[src/rtl/boot_overlay_pkg.sv]
package boot_overlay_pkg;

  // Byte at offset idx of the sector-read loader image.
  // base : controller command/status port, +2 sector, +3 data, +4 wait
  function automatic logic [7:0] loader_byte(input int unsigned idx,
                                             input logic [7:0]  base,
                                             input logic [7:0]  cmd,
                                             input logic [15:0] exit_addr);
    logic [7:0] b;
    case (idx)
      0:  b = 8'hDB;            // input from wait port
      1:  b = base + 8'd4;
      2:  b = 8'hAF;            // clear accumulator
      3:  b = 8'h6F;            // pointer low = 0
      4:  b = 8'h67;            // pointer high = 0
      5:  b = 8'h3C;            // accumulator = 1 (sector)
      6:  b = 8'hD3;            // output sector number
      7:  b = base + 8'd2;
      8:  b = 8'h3E;            // load command
      9:  b = cmd;
      10: b = 8'hD3;            // output command
      11: b = base;
      12: b = 8'hDB;            // loop: wait for request
      13: b = base + 8'd4;
      14: b = 8'hB7;            // test flags
      15: b = 8'hF2;            // jump if done
      16: b = 8'h19;
      17: b = 8'h00;
      18: b = 8'hDB;            // input data byte
      19: b = base + 8'd3;
      20: b = 8'h77;            // store at pointer
      21: b = 8'h23;            // advance pointer
      22: b = 8'hC3;            // back to loop
      23: b = 8'h0C;
      24: b = 8'h00;
      25: b = 8'hDB;            // read status
      26: b = base;
      27: b = 8'hB7;
      28: b = 8'hCA;            // jump to next stage when clean
      29: b = exit_addr[7:0];
      30: b = exit_addr[15:8];
      31: b = 8'h76;            // halt on error
      default: b = 8'h00;
    endcase
    return b;
  endfunction

  // True when addr falls inside a window of 2**aw bytes at zero.
  function automatic logic in_window(input logic [15:0] addr, input int unsigned aw);
    return (addr >> aw) == 16'h0000;
  endfunction

endpackage

[src/rtl/boot_prom.sv]
module boot_prom #(
  parameter int unsigned   PROM_AW   = 5,
  parameter logic [7:0]    CTL_BASE  = 8'hE8,
  parameter logic [7:0]    RD_CMD    = 8'h8C,
  parameter logic [15:0]   EXIT_ADDR = 16'h007D
) (
  input  logic [PROM_AW-1:0] idx,
  output logic [7:0]         data
);
  localparam int unsigned PROM_BYTES = 1 << PROM_AW;

  function automatic logic [8*PROM_BYTES-1:0] build_image();
    logic [8*PROM_BYTES-1:0] img;
    img = '0;
    for (int i = 0; i < PROM_BYTES; i++)
      img[8*i +: 8] = boot_overlay_pkg::loader_byte(i, CTL_BASE, RD_CMD, EXIT_ADDR);
    return img;
  endfunction

  localparam logic [8*PROM_BYTES-1:0] IMAGE = build_image();

  assign data = IMAGE[8*idx +: 8];
endmodule

[src/rtl/overlay_ctrl.sv]
module overlay_ctrl #(
  parameter int unsigned ADDR_W = 16,
  parameter int unsigned PROM_AW = 5
) (
  input  logic              clk,
  input  logic              rst_n,
  input  logic [ADDR_W-1:0] addr,
  input  logic              rd,
  input  logic              wr,
  output logic              armed,
  output logic              disarm_evt
);
  localparam logic [ADDR_W-1:0] DISARM_ADDR = ADDR_W'(1 << PROM_AW);

  logic armed_q;

  assign disarm_evt = (rd | wr) && (addr == DISARM_ADDR);

  always_ff @(posedge clk or negedge rst_n) begin
    if (!rst_n)          armed_q <= 1'b1;
    else if (disarm_evt) armed_q <= 1'b0;
  end

  assign armed = armed_q;
endmodule

[src/rtl/bus_steer.sv]
module bus_steer #(
  parameter int unsigned ADDR_W = 16,
  parameter int unsigned PROM_AW = 5
) (
  input  logic              armed,
  input  logic [ADDR_W-1:0] addr,
  input  logic              rd,
  input  logic              wr,
  input  logic [7:0]        prom_data,
  input  logic [7:0]        ram_rdata,
  output logic              win_hit,
  output logic              rom_sel,
  output logic              ram_re,
  output logic              ram_we,
  output logic [7:0]        cpu_rdata
);
  assign win_hit   = addr[ADDR_W-1:PROM_AW] == '0;
  assign rom_sel   = armed & rd & ~wr & win_hit;
  assign ram_re    = rd & ~rom_sel;
  assign ram_we    = wr;
  assign cpu_rdata = rom_sel ? prom_data : ram_rdata;
endmodule

[src/rtl/boot_overlay.sv]
module boot_overlay #(
  parameter int unsigned ADDR_W    = 16,
  parameter int unsigned PROM_AW   = 5,
  parameter logic [7:0]  CTL_BASE  = 8'hE8,
  parameter logic [7:0]  RD_CMD    = 8'h8C,
  parameter logic [15:0] EXIT_ADDR = 16'h007D
) (
  input  logic              clk,
  input  logic              rst_n,
  input  logic [ADDR_W-1:0] cpu_addr,
  input  logic              cpu_rd,
  input  logic              cpu_wr,
  input  logic [7:0]        ram_rdata,
  output logic [7:0]        cpu_rdata,
  output logic              rom_sel,
  output logic              ram_re,
  output logic              ram_we
);
  logic       armed_w;
  logic       disarm_w;
  logic       win_w;
  logic [7:0] prom_w;

  overlay_ctrl #(.ADDR_W(ADDR_W), .PROM_AW(PROM_AW)) u_ctrl (
    .clk(clk), .rst_n(rst_n), .addr(cpu_addr), .rd(cpu_rd), .wr(cpu_wr),
    .armed(armed_w), .disarm_evt(disarm_w)
  );

  boot_prom #(.PROM_AW(PROM_AW), .CTL_BASE(CTL_BASE), .RD_CMD(RD_CMD),
              .EXIT_ADDR(EXIT_ADDR)) u_prom (
    .idx(cpu_addr[PROM_AW-1:0]), .data(prom_w)
  );

  bus_steer #(.ADDR_W(ADDR_W), .PROM_AW(PROM_AW)) u_steer (
    .armed(armed_w), .addr(cpu_addr), .rd(cpu_rd), .wr(cpu_wr),
    .prom_data(prom_w), .ram_rdata(ram_rdata), .win_hit(win_w),
    .rom_sel(rom_sel), .ram_re(ram_re), .ram_we(ram_we), .cpu_rdata(cpu_rdata)
  );
endmodule

[config.mk]
export PLATFORM = sky130hd
export DESIGN_NAME = boot_overlay
export DESIGN_NICKNAME = d
export VERILOG_FILES = /design/src/rtl/boot_overlay_pkg.sv /design/src/rtl/boot_prom.sv /design/src/rtl/overlay_ctrl.sv /design/src/rtl/bus_steer.sv /design/src/rtl/boot_overlay.sv
export SDC_FILE = /design/constraint.sdc
export NUM_CORES = 1
export LEC_CHECK = 0
export CAP_MARGIN = 20
export CORE_MARGIN = 3
export CORE_UTILIZATION = 34
export DETAILED_ROUTE_END_ITERATION = 16
export GPL_ROUTABILITY_DRIVEN = 1
export PLACE_DENSITY = 0.79
export SKIP_LAST_GASP = 1
export SYNTH_ARGS = -nofsm -noshare
export SYNTH_HDL_FRONTEND = slang
export SYNTH_HIERARCHICAL = 1
export SYNTH_SLANG_ARGS = --single-unit
[constraint.sdc]
create_clock -name clk -period 2 [get_ports clk]
set_input_delay 0.4 -clock clk [delete_from_list [all_inputs] [get_ports clk]]
set_output_delay 0.4 -clock clk [all_outputs]
set_load 0.02 [all_outputs]
Word level (Yosys, flattened, before mapping)
Index checks and enable logic that the tools add are counted.
{"block": "classes", "shift": 1, "eq_ne": 1, "muxes": 1, "bitwise": 7, "reduce_logical": 2}
{"op": "$shiftx 256x9->8 const A", "n": 1}
{"op": "$eq 16x6->1 const B", "n": 1}
{"op": "$logic_not 11->1", "n": 1}
{"op": "$mux 8", "n": 1}
{"op": "$and 1x1->1", "n": 4}
{"op": "$not 1->1", "n": 2}
{"op": "$logic_and 1x1->1", "n": 1}
{"op": "$or 1x1->1", "n": 1}
{"block": "word_totals", "elab_cells": 13, "regBits": 1, "input_bits": 28, "output_inout_bits": 11}

Depth between registers and ports, before layout
{"block": "logic_depth", "word_depth": 5, "ltp_mapped": 6, "ltp_nobuf": 6}

Cells and area by module
Netlist, hierarchy kept.
{"mod": "boot_prom", "instances": 1, "area_each_um2": 619.3, "seq_area_each_um2": 0.0, "cells_each": 82}
{"mod": "bus_steer", "instances": 1, "area_each_um2": 175.2, "seq_area_each_um2": 0.0, "cells_each": 18}
{"mod": "overlay_ctrl", "instances": 1, "area_each_um2": 81.3, "seq_area_each_um2": 26.3, "cells_each": 9}

Least setup slack after synthesis
Ideal clock, no wire load.
{"block": "synth_path", "kind": "input to output", "from": "in cpu_addr[1]", "to": "out cpu_rdata[5]", "arrival_time_ps": 1731, "path_stages": 6, "n_path_buf": 0, "setup_slack_ps": -131, "required_time_ps": 1600, "path_cell_list": "inv_2 -> ha_1 -> inv_1 -> o21a_1 -> mux4_2 -> mux2_2"}
{"block": "synth_via", "elab_chain_len": 2}
{"item": "start: declaration", "line_no": "boot_overlay.sv:10", "rtl": "input logic [ADDR_W-1:0] cpu_addr,"}
{"item": "$shiftx 256x9->8", "line_no": "boot_prom.sv:22", "rtl": "assign data = IMAGE[8*idx +: 8];"}
{"item": "via prom_w[5]", "line_no": "boot_overlay.sv:22", "rtl": "logic [7:0] prom_w;"}
{"item": "$mux 8", "line_no": "bus_steer.sv:21", "rtl": "assign cpu_rdata = rom_sel ? prom_data : ram_rdata;"}
{"item": "end: declaration", "line_no": "boot_overlay.sv:14", "rtl": "output logic [7:0] cpu_rdata,"}
The timed path passes the listed nets, and every way through them passes these cells.

Worst setup path after layout
{"block": "layout_path", "from": "in cpu_addr[0]", "to": "out cpu_rdata[5]"}
Same word-level chain as after synthesis.

==> results_dict.tcl <==
set metrics [dict create \
    rsz0062_at_grt "yes" \
    dpl_worst_slack_ns -1.17 \
    gp_congestion 0.832 \
    cp-endpoint "cpu_rdata[5]" \
    p_int_mw 0.206 \
    p_per_area_nw_per_um2 206 \
    clk_pin_slew_ns 0 \
    final_nets 213 \
    r2r-end "u_ctrl/armed$_DFFE_PN1P_" \
    drt-pass1-iter-count 4 \
    dp_hpwl_mm 2.46 \
    seq_power_share 0.060 \
    fin_cells 203 \
    clk_latency_ns 0 \
    cpMaxStageDelayCell "mux4_2" \
    slew_viol_final 0 \
    ant_nets 0 \
    crit_chain "buf_8, inv_6, ha_4, inv_2, o21a_1, mux4_2, mux2_4, buf_6" \
    vdd_drop_max_uv 176 \
    die_y_um 56.5 \
    antenna_found_initial 0 \
    die_x_um 56.5 \
    hold_path_class "flip-flop to flip-flop" \
    synth.net_count 143 \
    fin_skew_ns 0 \
    area.sequential_um2 26.3 \
    syn_inst 107 \
    nFillCells 162 \
    p_sw_mw 0.137 \
    path_max_fanout 4 \
    core_area_um2 2320 \
    grt_pass1_wl_mm 5.48 \
    post-route-period-util 1.13 \
    drc 0 \
    vias 1157 \
    start_util 0.374 \
    worstMarginPinSlew_ns 0.316 \
    syn_area_per_cell_um2 8.10 \
    r2r-start "u_ctrl/armed$_DFFE_PN1P_" \
    rows 17 \
    r2r_cells 1 \
    violations "negative setup slack" \
    grt_max_degree 12 \
    pin_count 39 \
    startpoint "cpu_addr[0]" \
    vias_per_cell 5.70 \
    multi_input_area_um2 828 \
    path_depth 8 \
    setup_slack_ns -0.252 \
    path_buf_inv 4 \
    drive_gt1_frac 0.509 \
    combPwrFrac 0.940 \
    swShare 0.399 \
    largest_reg_flops 1 \
    portBuffers 38 \
    syn_to_final_growth_pct 92.2 \
    p_clk_frac 0 \
    yosysWarnings 6 \
    p_leak_nw 0.772 \
    drtIter0Drc 31 \
    period_minus_slack_ns 2.25 \
    syn_area_um2 867 \
    detail_route.wl_per_cell_um 17.5 \
    cts_hold_buf 0 \
    relSlewSlack 0.787 \
    die_area_um2 3190 \
    wl_mm 3.55 \
    dp_cells 196 \
    crit_path_max_incr_delay_ns 0.45 \
    worstPathArrival_ns 1.85 \
    worstPathRequired_ns 1.60 \
    path_class "input pin to output port" \
    critPathLaunchType "input pin" \
    drv_cap 0 \
    status "complete, but fails checks" \
    grt-ovfl-total 0 \
    grt_use_total 0.210 \
    setup_viol 9 \
    reg2reg_slack_ns 1.31 \
    hold_viol_final 0 \
    endpoint_kind "output port" \
    antenna_cells 0 \
    fmaxAchievable_ghz 0.444 \
    grt_pass1_vias 1159 \
    cp_top_family "multiplexers" \
]
-- power groups by stage --
stage	logic, mW	clock network [mW]	registers (mW)
final	0.322	0	0.0206
after global routing	0.344	0	0.0206
after CTS	0.305	0	0.0206
after detailed placement	0.291	0	0.0206
after global placement	0.281	0	0.0206
after floorplan	0.141	0	0.0206
-- worst min path at each step --
stage	slack, ns	startpoint	to	depth (start not counted)
4_1_cts	0.45	u_ctrl/armed$_DFFE_PN1P_	u_ctrl/armed$_DFFE_PN1P_	1
2_1_floorplan	0.25	rst_n	u_ctrl/armed$_DFFE_PN1P_	0
3_5_place_dp	0.45	u_ctrl/armed$_DFFE_PN1P_	u_ctrl/armed$_DFFE_PN1P_	1
6_report	0.45	u_ctrl/armed$_DFFE_PN1P_	u_ctrl/armed$_DFFE_PN1P_	1
3_3_place_gp	0.45	u_ctrl/armed$_DFFE_PN1P_	u_ctrl/armed$_DFFE_PN1P_	1
5_1_grt	0.46	u_ctrl/armed$_DFFE_PN1P_	u_ctrl/armed$_DFFE_PN1P_	1
-- per-stage QoR --
| step | setup TNS (ns) | power (mW) | area [µm²] | utilization | hold WS [ns] |
|---|---|---|---|---|---|
| after global placement | -9.83 | 0.302 | 1490 | 0.644 | 0.445 |
| after detailed placement | -10.33 | 0.311 | 1490 | 0.644 | 0.452 |
| after CTS | -1.72 | 0.325 | 1590 | 0.686 | 0.451 |
| after global routing | -2.24 | 0.364 | 1670 | 0.719 | 0.459 |
| after floorplan | -0.0244 | 0.161 | 888 | - | 0.252 |
| final | -1.80 | 0.343 | 1670 | 0.719 | 0.448 |
-- routing by layer --
metal  global-route usage  vias to the layer above  routed length, µm
met2                0.401                       46               1850
met5                    0                        -                  0
li1                     -                      556                  -
met1                0.260                      549               1390
met4               0.0339                        0                 68
met3              0.00920                        6                232
-- final cells by class --
type	count	area share
Multi-Input combinational cell	92	0.497
Timing Repair Buffer	78	0.453
Tap cell	28	0.0210
Sequential cell	1	0.0158
Inverter	4	0.0135
-- placed cells by master, fill, tap and decap left out, types with 4 or more instances in the layout --
cell type and n:
clkdlybuf4s50_1 10, nand2_1 6, dlygate4sd2_1 8, nor2_1 7
o21ai_0 4, mux2_2 5, buf_6 19, a21oi_1 5
buf_4 29, mux2i_1 4
-- timing repair --
action	4_1_cts	5_1_grt
setup buffers	3	2
pin swaps	7	6
gates cloned	2	0
endpoints found under the hold margin	0	0
endpoints found under the setup margin	11	10
gates resized for setup	116	18
Power figures use the tool's default switching activity.
